`config.mk`:
```
export PLATFORM = sky130hd
export DESIGN_NAME = gpio_sleep_bank
export DESIGN_NICKNAME = d
export VERILOG_FILES = /design/src/rtl/gpio_sleep_bank.sv
export SDC_FILE = /design/constraint.sdc
export NUM_CORES = 1
export LEC_CHECK = 0
export BUFFER_PORTS_ARGS = -buffer_cell sky130_fd_sc_hd__buf_2
export CAP_MARGIN = 15
export CORE_AREA = 5 5 212 214
export CTS_CLUSTER_DIAMETER = 40
export DETAILED_ROUTE_END_ITERATION = 12
export DIE_AREA = 0 0 217 219
export REMOVE_ABC_BUFFERS = 1
export SLEW_MARGIN = 25
export SYNTH_ARGS = -nofsm -noshare
export SYNTH_HDL_FRONTEND = slang
export SYNTH_SLANG_ARGS = --single-unit
export TNS_END_PERCENT = 50
```
`constraint.sdc`:
```
create_clock -name clk -period 1.19 [get_ports clk]
set_input_delay 0.0595 -clock clk [delete_from_list [all_inputs] [get_ports clk]]
set_output_delay 0.0595 -clock clk [all_outputs]
set_load 0.05 [all_outputs]
```
`src/rtl/gpio_sleep_bank.sv`:
```
module gpio_sleep_bank #(
  parameter logic [31:0] INV_DIR_MASK = 32'hF000_0000
) (
  input  logic        clk,
  input  logic        rst_n,
  input  logic        a_we,
  input  logic [2:0]  a_addr,
  input  logic [31:0] a_wdata,
  input  logic        b_we,
  input  logic [2:0]  b_addr,
  input  logic [31:0] b_wdata,
  input  logic [2:0]  rd_addr,
  output logic [31:0] rd_data,
  input  logic        sleep_req,
  input  logic [31:0] pad_in,
  output logic [31:0] pad_oe,
  output logic [31:0] pad_out,
  output logic        rx_enable,
  input  logic [31:0] alt1_dout,
  input  logic [31:0] alt2_dout,
  input  logic [31:0] alt3_dout,
  output logic [31:0] pin_level
);
  localparam int W    = 32;
  localparam int HALF = W / 2;

  localparam logic [2:0] ADR_LEVEL = 3'd0;
  localparam logic [2:0] ADR_DIR   = 3'd1;
  localparam logic [2:0] ADR_SET   = 3'd2;
  localparam logic [2:0] ADR_CLR   = 3'd3;
  localparam logic [2:0] ADR_FLO   = 3'd4;
  localparam logic [2:0] ADR_FHI   = 3'd5;
  localparam logic [2:0] ADR_SLP   = 3'd6;
  localparam logic [2:0] ADR_CTL   = 3'd7;

  logic [W-1:0] dir_q, out_q, flo_q, fhi_q, slp_q, s1_q, s2_q;
  logic         hold_q;
  logic [7:0]   a_hit, b_hit;
  logic [W-1:0] set_m, clr_m, run_out;
  logic         release_w;

  function automatic logic [W-1:0] merge(input logic ah, input logic bh,
                                         input logic [W-1:0] ad, input logic [W-1:0] bd,
                                         input logic [W-1:0] cur);
    return bh ? bd : (ah ? ad : cur);
  endfunction

  assign a_hit     = a_we ? (8'b1 << a_addr) : 8'b0;
  assign b_hit     = b_we ? (8'b1 << b_addr) : 8'b0;
  assign set_m     = ({W{a_hit[ADR_SET]}} & a_wdata) | ({W{b_hit[ADR_SET]}} & b_wdata);
  assign clr_m     = ({W{a_hit[ADR_CLR]}} & a_wdata) | ({W{b_hit[ADR_CLR]}} & b_wdata);
  assign release_w = (a_hit[ADR_CTL] & a_wdata[0]) | (b_hit[ADR_CTL] & b_wdata[0]);

  always_ff @(posedge clk or negedge rst_n) begin
    if (!rst_n) begin
      dir_q  <= INV_DIR_MASK;
      out_q  <= '0;
      flo_q  <= '0;
      fhi_q  <= '0;
      slp_q  <= '0;
      s1_q   <= '0;
      s2_q   <= '0;
      hold_q <= 1'b1;
    end else begin
      dir_q  <= merge(a_hit[ADR_DIR], b_hit[ADR_DIR], a_wdata, b_wdata, dir_q);
      flo_q  <= merge(a_hit[ADR_FLO], b_hit[ADR_FLO], a_wdata, b_wdata, flo_q);
      fhi_q  <= merge(a_hit[ADR_FHI], b_hit[ADR_FHI], a_wdata, b_wdata, fhi_q);
      slp_q  <= merge(a_hit[ADR_SLP], b_hit[ADR_SLP], a_wdata, b_wdata, slp_q);
      out_q  <= (out_q | set_m) & ~clr_m;
      s1_q   <= pad_in & ~{W{hold_q}};
      s2_q   <= s1_q;
      if (sleep_req)      hold_q <= 1'b1;
      else if (release_w) hold_q <= 1'b0;
    end
  end

  for (genvar i = 0; i < W; i++) begin : g_pin
    logic [1:0] code;
    if (i < HALF) begin : g_lo
      assign code = flo_q[2*i +: 2];
    end else begin : g_hi
      assign code = fhi_q[2*(i-HALF) +: 2];
    end
    assign run_out[i] = (code == 2'd0) ? out_q[i]     :
                        (code == 2'd1) ? alt1_dout[i] :
                        (code == 2'd2) ? alt2_dout[i] : alt3_dout[i];
  end

  assign pad_oe    = dir_q ^ INV_DIR_MASK;
  assign pad_out   = sleep_req ? slp_q : run_out;
  assign rx_enable = ~hold_q;
  assign pin_level = s2_q;

  always_comb begin
    case (rd_addr)
      ADR_LEVEL: rd_data = s2_q;
      ADR_DIR:   rd_data = dir_q;
      ADR_SET:   rd_data = out_q;
      ADR_CLR:   rd_data = '0;
      ADR_FLO:   rd_data = flo_q;
      ADR_FHI:   rd_data = fhi_q;
      ADR_SLP:   rd_data = slp_q;
      default:   rd_data = {{(W-1){1'b0}}, hold_q};
    endcase
  end
endmodule


```
Yosys cells after proc, flatten, opt, wreduce, memory -nomap -nowiden

Cells that the tools add are included.

Bits in registers: 225
Input port bits: 206
Output and inout bits: 129

Equal/unequal tests: 70
Shift operators: 2
Mux-type cells: 110
Bitwise gates (word level): 16
Reductions and logical operators: 38

Operators by type and width:

| cell                                            | count |
|---|---|
| 2-to-1 mux 32 bit                               | 9 |
| one-hot mux 32 bit (7 select lines)             | 1 |
| AND 32 bit                                      | 6 |
| 2-to-1 mux 1 bit                                | 98 |
| OR 32 bit                                       | 3 |
| == test 2 x 1 -> 1 bit, second input constant   | 32 |
| == test 2 bit, second input constant            | 32 |
| zero test 2 bit                                 | 32 |
| NOT 32 bit                                      | 2 |
| 2-to-1 mux 8 bit                                | 2 |
| << shifter 1 x 3 -> 8 bit, first input constant | 2 |
| nonzero test 2 bit                              | 5 |
| == test 3 bit, second input constant            | 3 |
| == test 3 x 2 -> 1 bit, second input constant   | 2 |
| NOT 4 bit                                       | 1 |
| == test 3 x 1 -> 1 bit, second input constant   | 1 |
| zero test 3 bit                                 | 1 |
| AND 1 bit                                       | 2 |
| NOT 1 bit                                       | 1 |
| OR 1 bit                                        | 1 |

Longest topological paths before layout

Gate-level depths: netlist (run 1).

Depth in word-level cells: 6
Mapped depth: 6

Worst setup path after synthesis (run 1)

No wires, ideal clock.

Kind: input port to output port
From: in rd_addr[0]
To: out rd_data[18]
Arrival time: 1796 ps
Setup slack: -665 ps
Cell stages on the path: 5
Cells stage by stage: buf_4 buf_4 inv_1 nand2_1 o21ai_0

Cells in the longest elaborated chain, start to end: 2
Elaborated cells on any way between the ends: 8
Classes of those cells: eq/ne: 6; mux: 1; reduce/logical: 1

RTL lines:

| item                                    | RTL line | text |
|---|---|---|
| start, declared                         | 12       | `input logic [2:0] rd_addr,` |
| == test 3 bit (tied with other cells)   | 95       | `case (rd_addr)` |
| one-hot mux 32 bit (7 select lines) (*) | 95       |  |
| end, declared                           | 13       | `output logic [31:0] rd_data,` |

Mark *: on every way between the ends. The rest lies on a longest branch, timed or not.

Worst setup path after layout (run 1)

From: reg out_q[11]
To: out pad_out[11]

Cells in the longest elaborated chain, start to end: 2

RTL lines:

| item                   | RTL line | text |
|---|---|---|
| start, declared        | 36       | `logic [W-1:0] dir_q, out_q, flo_q, fhi_q, slp_q, s1_q, s2_q;` |
| start signal, assigned | 69       | `out_q <= (out_q \| set_m) & ~clr_m;` |
| 2-to-1 mux 1 bit       | 84       | `assign run_out[i] = (code == 2'd0) ? out_q[i] :` |
| 2-to-1 mux 32 bit      | 90       | `assign pad_out = sleep_req ? slp_q : run_out;` |
| end, declared          | 17       | `output logic [31:0] pad_out,` |

No other way between the ends.

==> results.json, run 1 <==
{
  "cp.arrival_ns": 1.97,
  "synth_top_area_cell": "dfrtp_1",
  "dr_total_vias": 12180,
  "dpl_cell_area_sq_um": 16710,
  "peakVddDrop_mv": 1.494,
  "slew_viol_final": 0,
  "period_minus_slack_ns": 2.028,
  "die_w_microns": 217,
  "hp-class": "in2async",
  "yosysSeqAreaShare_pct": 44.66,
  "setup_viol": 123,
  "postSynthCellCount": 1096,
  "violations": "setup timing",
  "power.switching_fraction_pct": 35.33,
  "dp_hpwl_microns": 39850,
  "power_frac_seq_pct": 28.3,
  "core_area_sq_um": 42700,
  "antenna_found_initial": 3,
  "hold_ws_ns": 0.1041,
  "status": "complete, but fails checks",
  "syn2layout_area_growth_pct": 67.74,
  "viasPerCell": 5.268,
  "met2_usage_pct": 38.86,
  "slew_headroom_pct": 60.22,
  "ys_dominant_reg_cell": "dfrtp_1",
  "synthTopCellsByArea": "dfrtp_1, mux2i_1, a221oi_2, mux2_2, mux4_2",
  "cp.depth": 3,
  "drt_iter0_drc": 838,
  "place_congestion": 0.8185,
  "crit_fanout": 2,
  "grt_setup_unrepaired": "yes",
  "crit_slowest_cell": "mux4_2",
  "critPathMaxStageDelay_ns": 0.52,
  "power.internal_mw": 23.60,
  "grt_usage_pct": 23.02,
  "fin_skew_ns": 0.02513,
  "drc": 0,
  "ioPinCount": 335,
  "ys_warn_count": 0,
  "switching_power_mw": 12.89,
  "fin_crit_sh_pct": 170.5,
  "fmax_ghz": 0.4930,
  "r2r_cells": 4,
  "hold_violations": 0,
  "critPathCapture": "pad_out[11]",
  "fin_nets": 1932,
  "cp-start-kind": "flop",
  "crit_family": "multiplexers",
  "reg2reg_slack_ns": 0.02,
  "post_drt_wl_per_cell_microns": 24.71,
  "worst_slack_ns": -0.8384,
  "grt_pass1_vias": 12960,
  "worst_pin_slew_ns": 0.5967,
  "drive_above_1_share_pct": 53.37,
  "syn-mean-instance-area_sq_um": 11.52,
  "async_flop_share_pct": 100.0,
  "end_kind": "output port",
  "die_area_sq_um": 47520,
  "busiest_layer": "met2",
  "fin_setup_tns_ns": -50.16,
  "powerDensity_nw_per_um2": 1724,
  "clock_path_buffers": 3,
  "crit_buf_inv": 1,
  "htree_levels": 2,
  "use_met3_pct": 4.497,
  "antenna_left": 0,
  "cp.required_ns": 1.13,
  "cts_buffers": 48,
  "power_frac_comb_pct": 35.2,
  "clkTransAtPathRegs_ns": 0.05,
  "ys_types": 35,
  "io_buffers": 334,
  "overflow": 0,
  "r2r_end": "s1_q[19]",
  "grt_max_degree": 67,
  "cts_root_buffer": "clkbuf_16",
  "leakagePower_nw": 9.811,
  "die_y_microns": 219,
  "stdcell_area_sq_um": 21170,
  "syn_area_sq_um": 12620,
  "synth_edf_count": 0,
  "pwr-share-clk_pct": 36.5,
  "fillers": 3637,
  "yosysMostFrequentCell": "dfrtp_1",
  "start_util_pct": 29.56,
  "dr.pass1.iters": 5,
  "wirelength_microns": 57130,
  "clock_latency_ns": 0.57,
  "grtUsageMet1_pct": 30.17,
  "startpoint": "out_q[11]",
  "max-cap-violations": 0,
  "synth_top_area_share_pct": 43.62,
  "ys_seq_elements": 225,
  "r2r-start": "hold_q",
  "cp_cell_sequence": "mux4_2 > mux2_2 > buf_6",
  "cts.sinks": 225,
  "critical_path_class": "reg2out",
  "rows": 76,
  "grt_pass1_wl_microns": 83100,
  "yosys-top-cells-count": "dfrtp_1, mux2i_1, nand2_1",
  "cts_tree": "yes"
}
## worst reg2reg max path: cells and delay by family (launching register included)
kind,cells,cell delay (ns)
buffers and inverters,3,0.39
AND/OR/NAND/NOR,1,0.10
flip-flops,1,0.54
## metal layers
metal | routed length [microns] | share of wire, % | vias up
li1 | - | - | 5397
met1 | 24100 | 42 | 6132
met2 | 27790 | 49 | 537
met3 | 3697 | 6.5 | 111
met4 | 1537 | 2.7 | 2
met5 | 13 | 0.023 | -
## power by group through the flow
stage	Sequential (mW)	Combinational (mW)	Clock [mW]
2_1_floorplan	10.7	5.33	0
3_3_place_gp	10.3	10.3	0
3_5_place_dp	10.3	10.4	0
4_1_cts	10.3	12.2	13.5
5_1_grt	10.5	13.5	13.9
6_report	10.3	12.9	13.3
## placed cells by master, fill, tap and decap left out, types with 4 or more instances in the layout
cell type,instances
a31oi_4,8
dfrtp_1,205
clkbuf_1,5
buf_6,131
nand4b_1,5
clkinv_2,6
nand3_1,7
nor2b_1,35
buf_8,16
a31oi_1,5
buf_12,47
clkbuf_16,50
clkinvlp_4,5
buf_2,202
nor2_1,66
inv_2,5
a221oi_1,5
clkinv_4,5
buf_4,193
dfrtp_2,15
o21ai_1,11
clkbuf_8,4
nand2_2,6
dlygate4sd3_1,104
mux2_2,37
a221oi_2,66
and4bb_4,4
nand2_1,93
a221oi_4,7
dfstp_2,5
inv_6,11
o221ai_2,11
nand2_4,6
o21ai_0,53
a21oi_1,64
a22oi_2,10
mux4_2,34
mux2_4,36
mux2i_1,151
## logic make-up after synthesis
kind of cell	count (synthesis)	synth area share, %
muxes	261	24.79
DFF	225	44.66
and+or+nand+nor	235	8.645
AOI/OAI and AO/OA	252	16.19
buffers and inverters	123	5.710
## repair_timing
action                     in CTS  in global routing
hold endpoints to repair      418                  0
setup endpoints to repair     133                142
hold buffers                  105                  0
pin swaps                      28                 15
resized for setup             335                105
setup buffers                  13                 26
## area by class of cell
| cell class | instances | area, sq um | share of cell area, % |
|---|---|---|---|
| inverters | 7 | 28.78 | 0.1359 |
| diodes | 1 | 2.502 | 0.01182 |
| well taps | 546 | 683.2 | 3.227 |
| repair buffers | 696 | 6220 | 29.38 |
| clock buffers | 57 | 1275 | 6.022 |
| clock inverters | 32 | 325.3 | 1.537 |
| multi-input cells | 748 | 6980 | 32.97 |
| flip-flops and latches | 225 | 5655 | 26.71 |
## flip-flops by register name, indices dropped and copies added, names as in the netlist
signal	count
slp_q	32
fhi_q	32
s1_q	32
pin_level	32
out_q	32
dir_q	32
hold_q	1
flo_q	32
## through the flow
step | std cells | util, % | total power [mW] | setup WS, ns
2_1_floorplan | 980 | - | 16.07 | -4.343
3_3_place_gp | 2090 | 39.13 | 20.56 | -0.4259
3_5_place_dp | 2090 | 39.13 | 20.74 | -0.4454
4_1_cts | 2294 | 48.20 | 36.06 | -0.8779
5_1_grt | 2312 | 49.58 | 37.85 | -0.8778
6_report | 2312 | 49.58 | 36.49 | -0.8384
## how the worst min path moves through the flow
| stage | startpoint | endpoint | slack (ns) | cells past startpoint |
|---|---|---|---|---|
| 5_1_grt | rst_n | out_q[4] | 0.11 | 3 |
| 4_1_cts | rst_n | out_q[4] | 0.08 | 3 |
| 6_report | rst_n | flo_q[4] | 0.10 | 3 |
| 3_5_place_dp | rst_n | fhi_q[16] | -0.11 | 1 |
| 3_3_place_gp | rst_n | fhi_q[16] | -0.10 | 1 |
| 2_1_floorplan | rst_n | dir_q[0] | -0.24 | 0 |
(Power assumes the default switching activity.)
==> inputs of run 2 (changes only) <==
--- a/config.mk
+++ b/config.mk
@@ -7,10 +7,11 @@
 export LEC_CHECK = 0
 export BUFFER_PORTS_ARGS = -buffer_cell sky130_fd_sc_hd__buf_2
 export CAP_MARGIN = 15
-export CORE_AREA = 5 5 212 214
+export CORE_AREA = 2 2 268 164
+export CTS_BUF_LIST = sky130_fd_sc_hd__clkbuf_4 sky130_fd_sc_hd__clkbuf_8
 export CTS_CLUSTER_DIAMETER = 40
 export DETAILED_ROUTE_END_ITERATION = 12
-export DIE_AREA = 0 0 217 219
+export DIE_AREA = 0 0 270 166
 export REMOVE_ABC_BUFFERS = 1
 export SLEW_MARGIN = 25
 export SYNTH_ARGS = -nofsm -noshare
==> run 2 against run 1 <==
Compared with the run above:
- the run still ends with setup timing left
- via count grew 0.42%
- final cell count increased by 1.4%
- sequential cell count unchanged
- clock power decreased by 33%
- non-clock buffer count up 7
- global-route usage is 0.77 points higher
- critical path depth is the same
- sequential share of layout area rose by 0.83 points
- worst setup slack got worse by 0.059 ns
- clock skew is 0.0061 ns lower
- fmax decreased by 2.8%
- worst hold slack got worse by 0.052 ns
- critical path type unchanged
- largest cell class unchanged
- largest power group is now combinational cells
==> results.json, run 2 (synthesis gave the netlist of run 1 again) <==
{
  "status": "complete, but fails checks",
  "violations": "setup timing",
  "antenna_left": 0,
  "grt_max_degree": 60,
  "core_area_sq_um": 42590,
  "fin_crit_sh_pct": 175.4,
  "cts_root_buffer": "clkbuf_8",
  "cts.sinks": 225,
  "slew_viol_final": 0,
  "final_util_pct": 48.22,
  "rows": 59,
  "end_kind": "output port",
  "power.switching_fraction_pct": 36.54,
  "dr.pass1.iters": 5,
  "syn2layout_area_growth_pct": 62.75,
  "period_minus_slack_ns": 2.088,
  "wirelength_microns": 55240,
  "peakVddDrop_mv": 1.090,
  "power.internal_mw": 20.39,
  "drive_above_1_share_pct": 53.92,
  "worst_pin_slew_ns": 0.9560,
  "hold_ws_ns": 0.05191,
  "fmax_ghz": 0.4790,
  "clock_path_buffers": 3,
  "grt_pass1_vias": 12650,
  "holdPathStages": 4,
  "grt_usage_pct": 23.79,
  "die_area_sq_um": 44820,
  "cp-start-kind": "flop",
  "cts_tree": "yes",
  "place_ws_ns": -0.3879,
  "viasPerCell": 5.215,
  "leakagePower_nw": 9.499,
  "final_common_cell": "buf_4",
  "setup_viol": 137,
  "cts_buffers": 43,
  "dr_total_vias": 12230,
  "max-cap-violations": 0,
  "r2r_cells": 5,
  "powerDensity_nw_per_um2": 1564,
  "hp-class": "in2reg",
  "final_cell_mix": "buf_4, dfrtp_1, buf_2",
  "fin_nets": 1934,
  "worst_slack_ns": -0.8978,
  "clock_latency_ns": 0.56,
  "die_w_microns": 270,
  "hold_violations": 0,
  "drt_iter0_drc": 969,
  "fin_skew_ns": 0.01905,
  "antenna_found_initial": 6,
  "pwr-share-clk_pct": 27.6,
  "overflow": 0,
  "switching_power_mw": 11.74,
  "power_frac_seq_pct": 32.2,
  "htree_levels": 2,
  "clkTransAtPathRegs_ns": 0.07,
  "ioPinCount": 335,
  "grt_setup_unrepaired": "yes",
  "start_util_pct": 29.63,
  "cp.arrival_ns": 2.03,
  "post_drt_wl_per_cell_microns": 23.56,
  "grt_pass1_wl_microns": 80520,
  "power_frac_comb_pct": 40.1,
  "crit_fanout": 2,
  "cp.required_ns": 1.13,
  "place_congestion": 0.8859,
  "die_y_microns": 166,
  "slew_headroom_pct": 36.05,
  "critical_path_class": "reg2out",
  "dp_hpwl_microns": 38750,
  "drc": 0,
  "io_buffers": 334
}
run 2: cell types whose count changed in the layout (fill, tap and decap cells not counted), sizes merged, moves of 3 or more:
cell and change:
clkbuf +12, inv -12, buf +11, clkinv -10, diode +5, clkinvlp -3
run 2: final timing paths:
check,end,start,slack (ns)
setup / recovery,pad_out[19],fhi_q[7],-0.90
max in group asynchronous,fhi_q[6],rst_n,-0.37
hold reg to reg,pin_level[20],s1_q[20],0.34
min in group asynchronous,out_q[3],rst_n,0.12
hold / removal,hold_q,b_addr[1],0.05
setup reg to reg,out_q[20],out_q[20],0.01
run 2: cell type report:
| class | instances | area, sq um |
|---|---|---|
| repair buffers | 703 | 6168 |
| fillers | 3797 | 22050 |
| clock inverters | 7 | 118.9 |
| diodes | 6 | 15.01 |
| clock buffers | 70 | 863.3 |
| well taps | 579 | 724.4 |
| multi-input cells | 748 | 6964 |
| flip-flops and latches | 225 | 5658 |
| inverters | 7 | 28.78 |
run 2: metal layers:
layer  routed length (microns)  track usage [%]  up-vias  part of all wire [%]
met2                     24990            36.92      607                    45
met5                         0                0        -                     0
met3                      3975            4.844      119                   7.2
met4                      2201            9.783        0                   4.0
met1                     24070            32.46     6128                    44
li1                          -                -     5376                     -
run 2: worst max-delay path: stages, from the launching register on:
cell	delay, ns
dfrtp_1	0.37
mux4_2	0.61
mux2_4	0.32
buf_6	0.16
run 2: power by group through the flow:
stage | Sequential, mW | Clock (mW) | Combinational (mW)
detailed placement | 10.4 | 0 | 10.4
global route | 10.5 | 9.43 | 13.5
CTS | 10.3 | 9.07 | 12.3
global placement | 10.3 | 0 | 10.3
floorplan | 10.7 | 0 | 5.33
finish | 10.4 | 8.88 | 12.9
run 2: what timing repair did:
action                                  CTS  global route
hold buffers                            101             2
endpoints found under the setup margin  129           145
pin swaps                                34            18
gates cloned                              0             1
setup buffers                            19            21
resized for setup                       352            75
hold endpoints to repair                418            16
run 2: metrics by stage:
| step | area, sq um | cells | power, mW | setup TNS (ns) |
|---|---|---|---|---|
| final | 20540 | 2345 | 32.13 | -56.04 |
| after global routing | 20540 | 2345 | 33.46 | -65.41 |
| after CTS | 20060 | 2323 | 31.72 | -60.57 |
| after detailed placement | 16740 | 2133 | 20.79 | -23.68 |
| after global placement | 16740 | 2133 | 20.61 | -21.31 |
| after floorplan | 11930 | 980 | 16.07 | -239.38 |
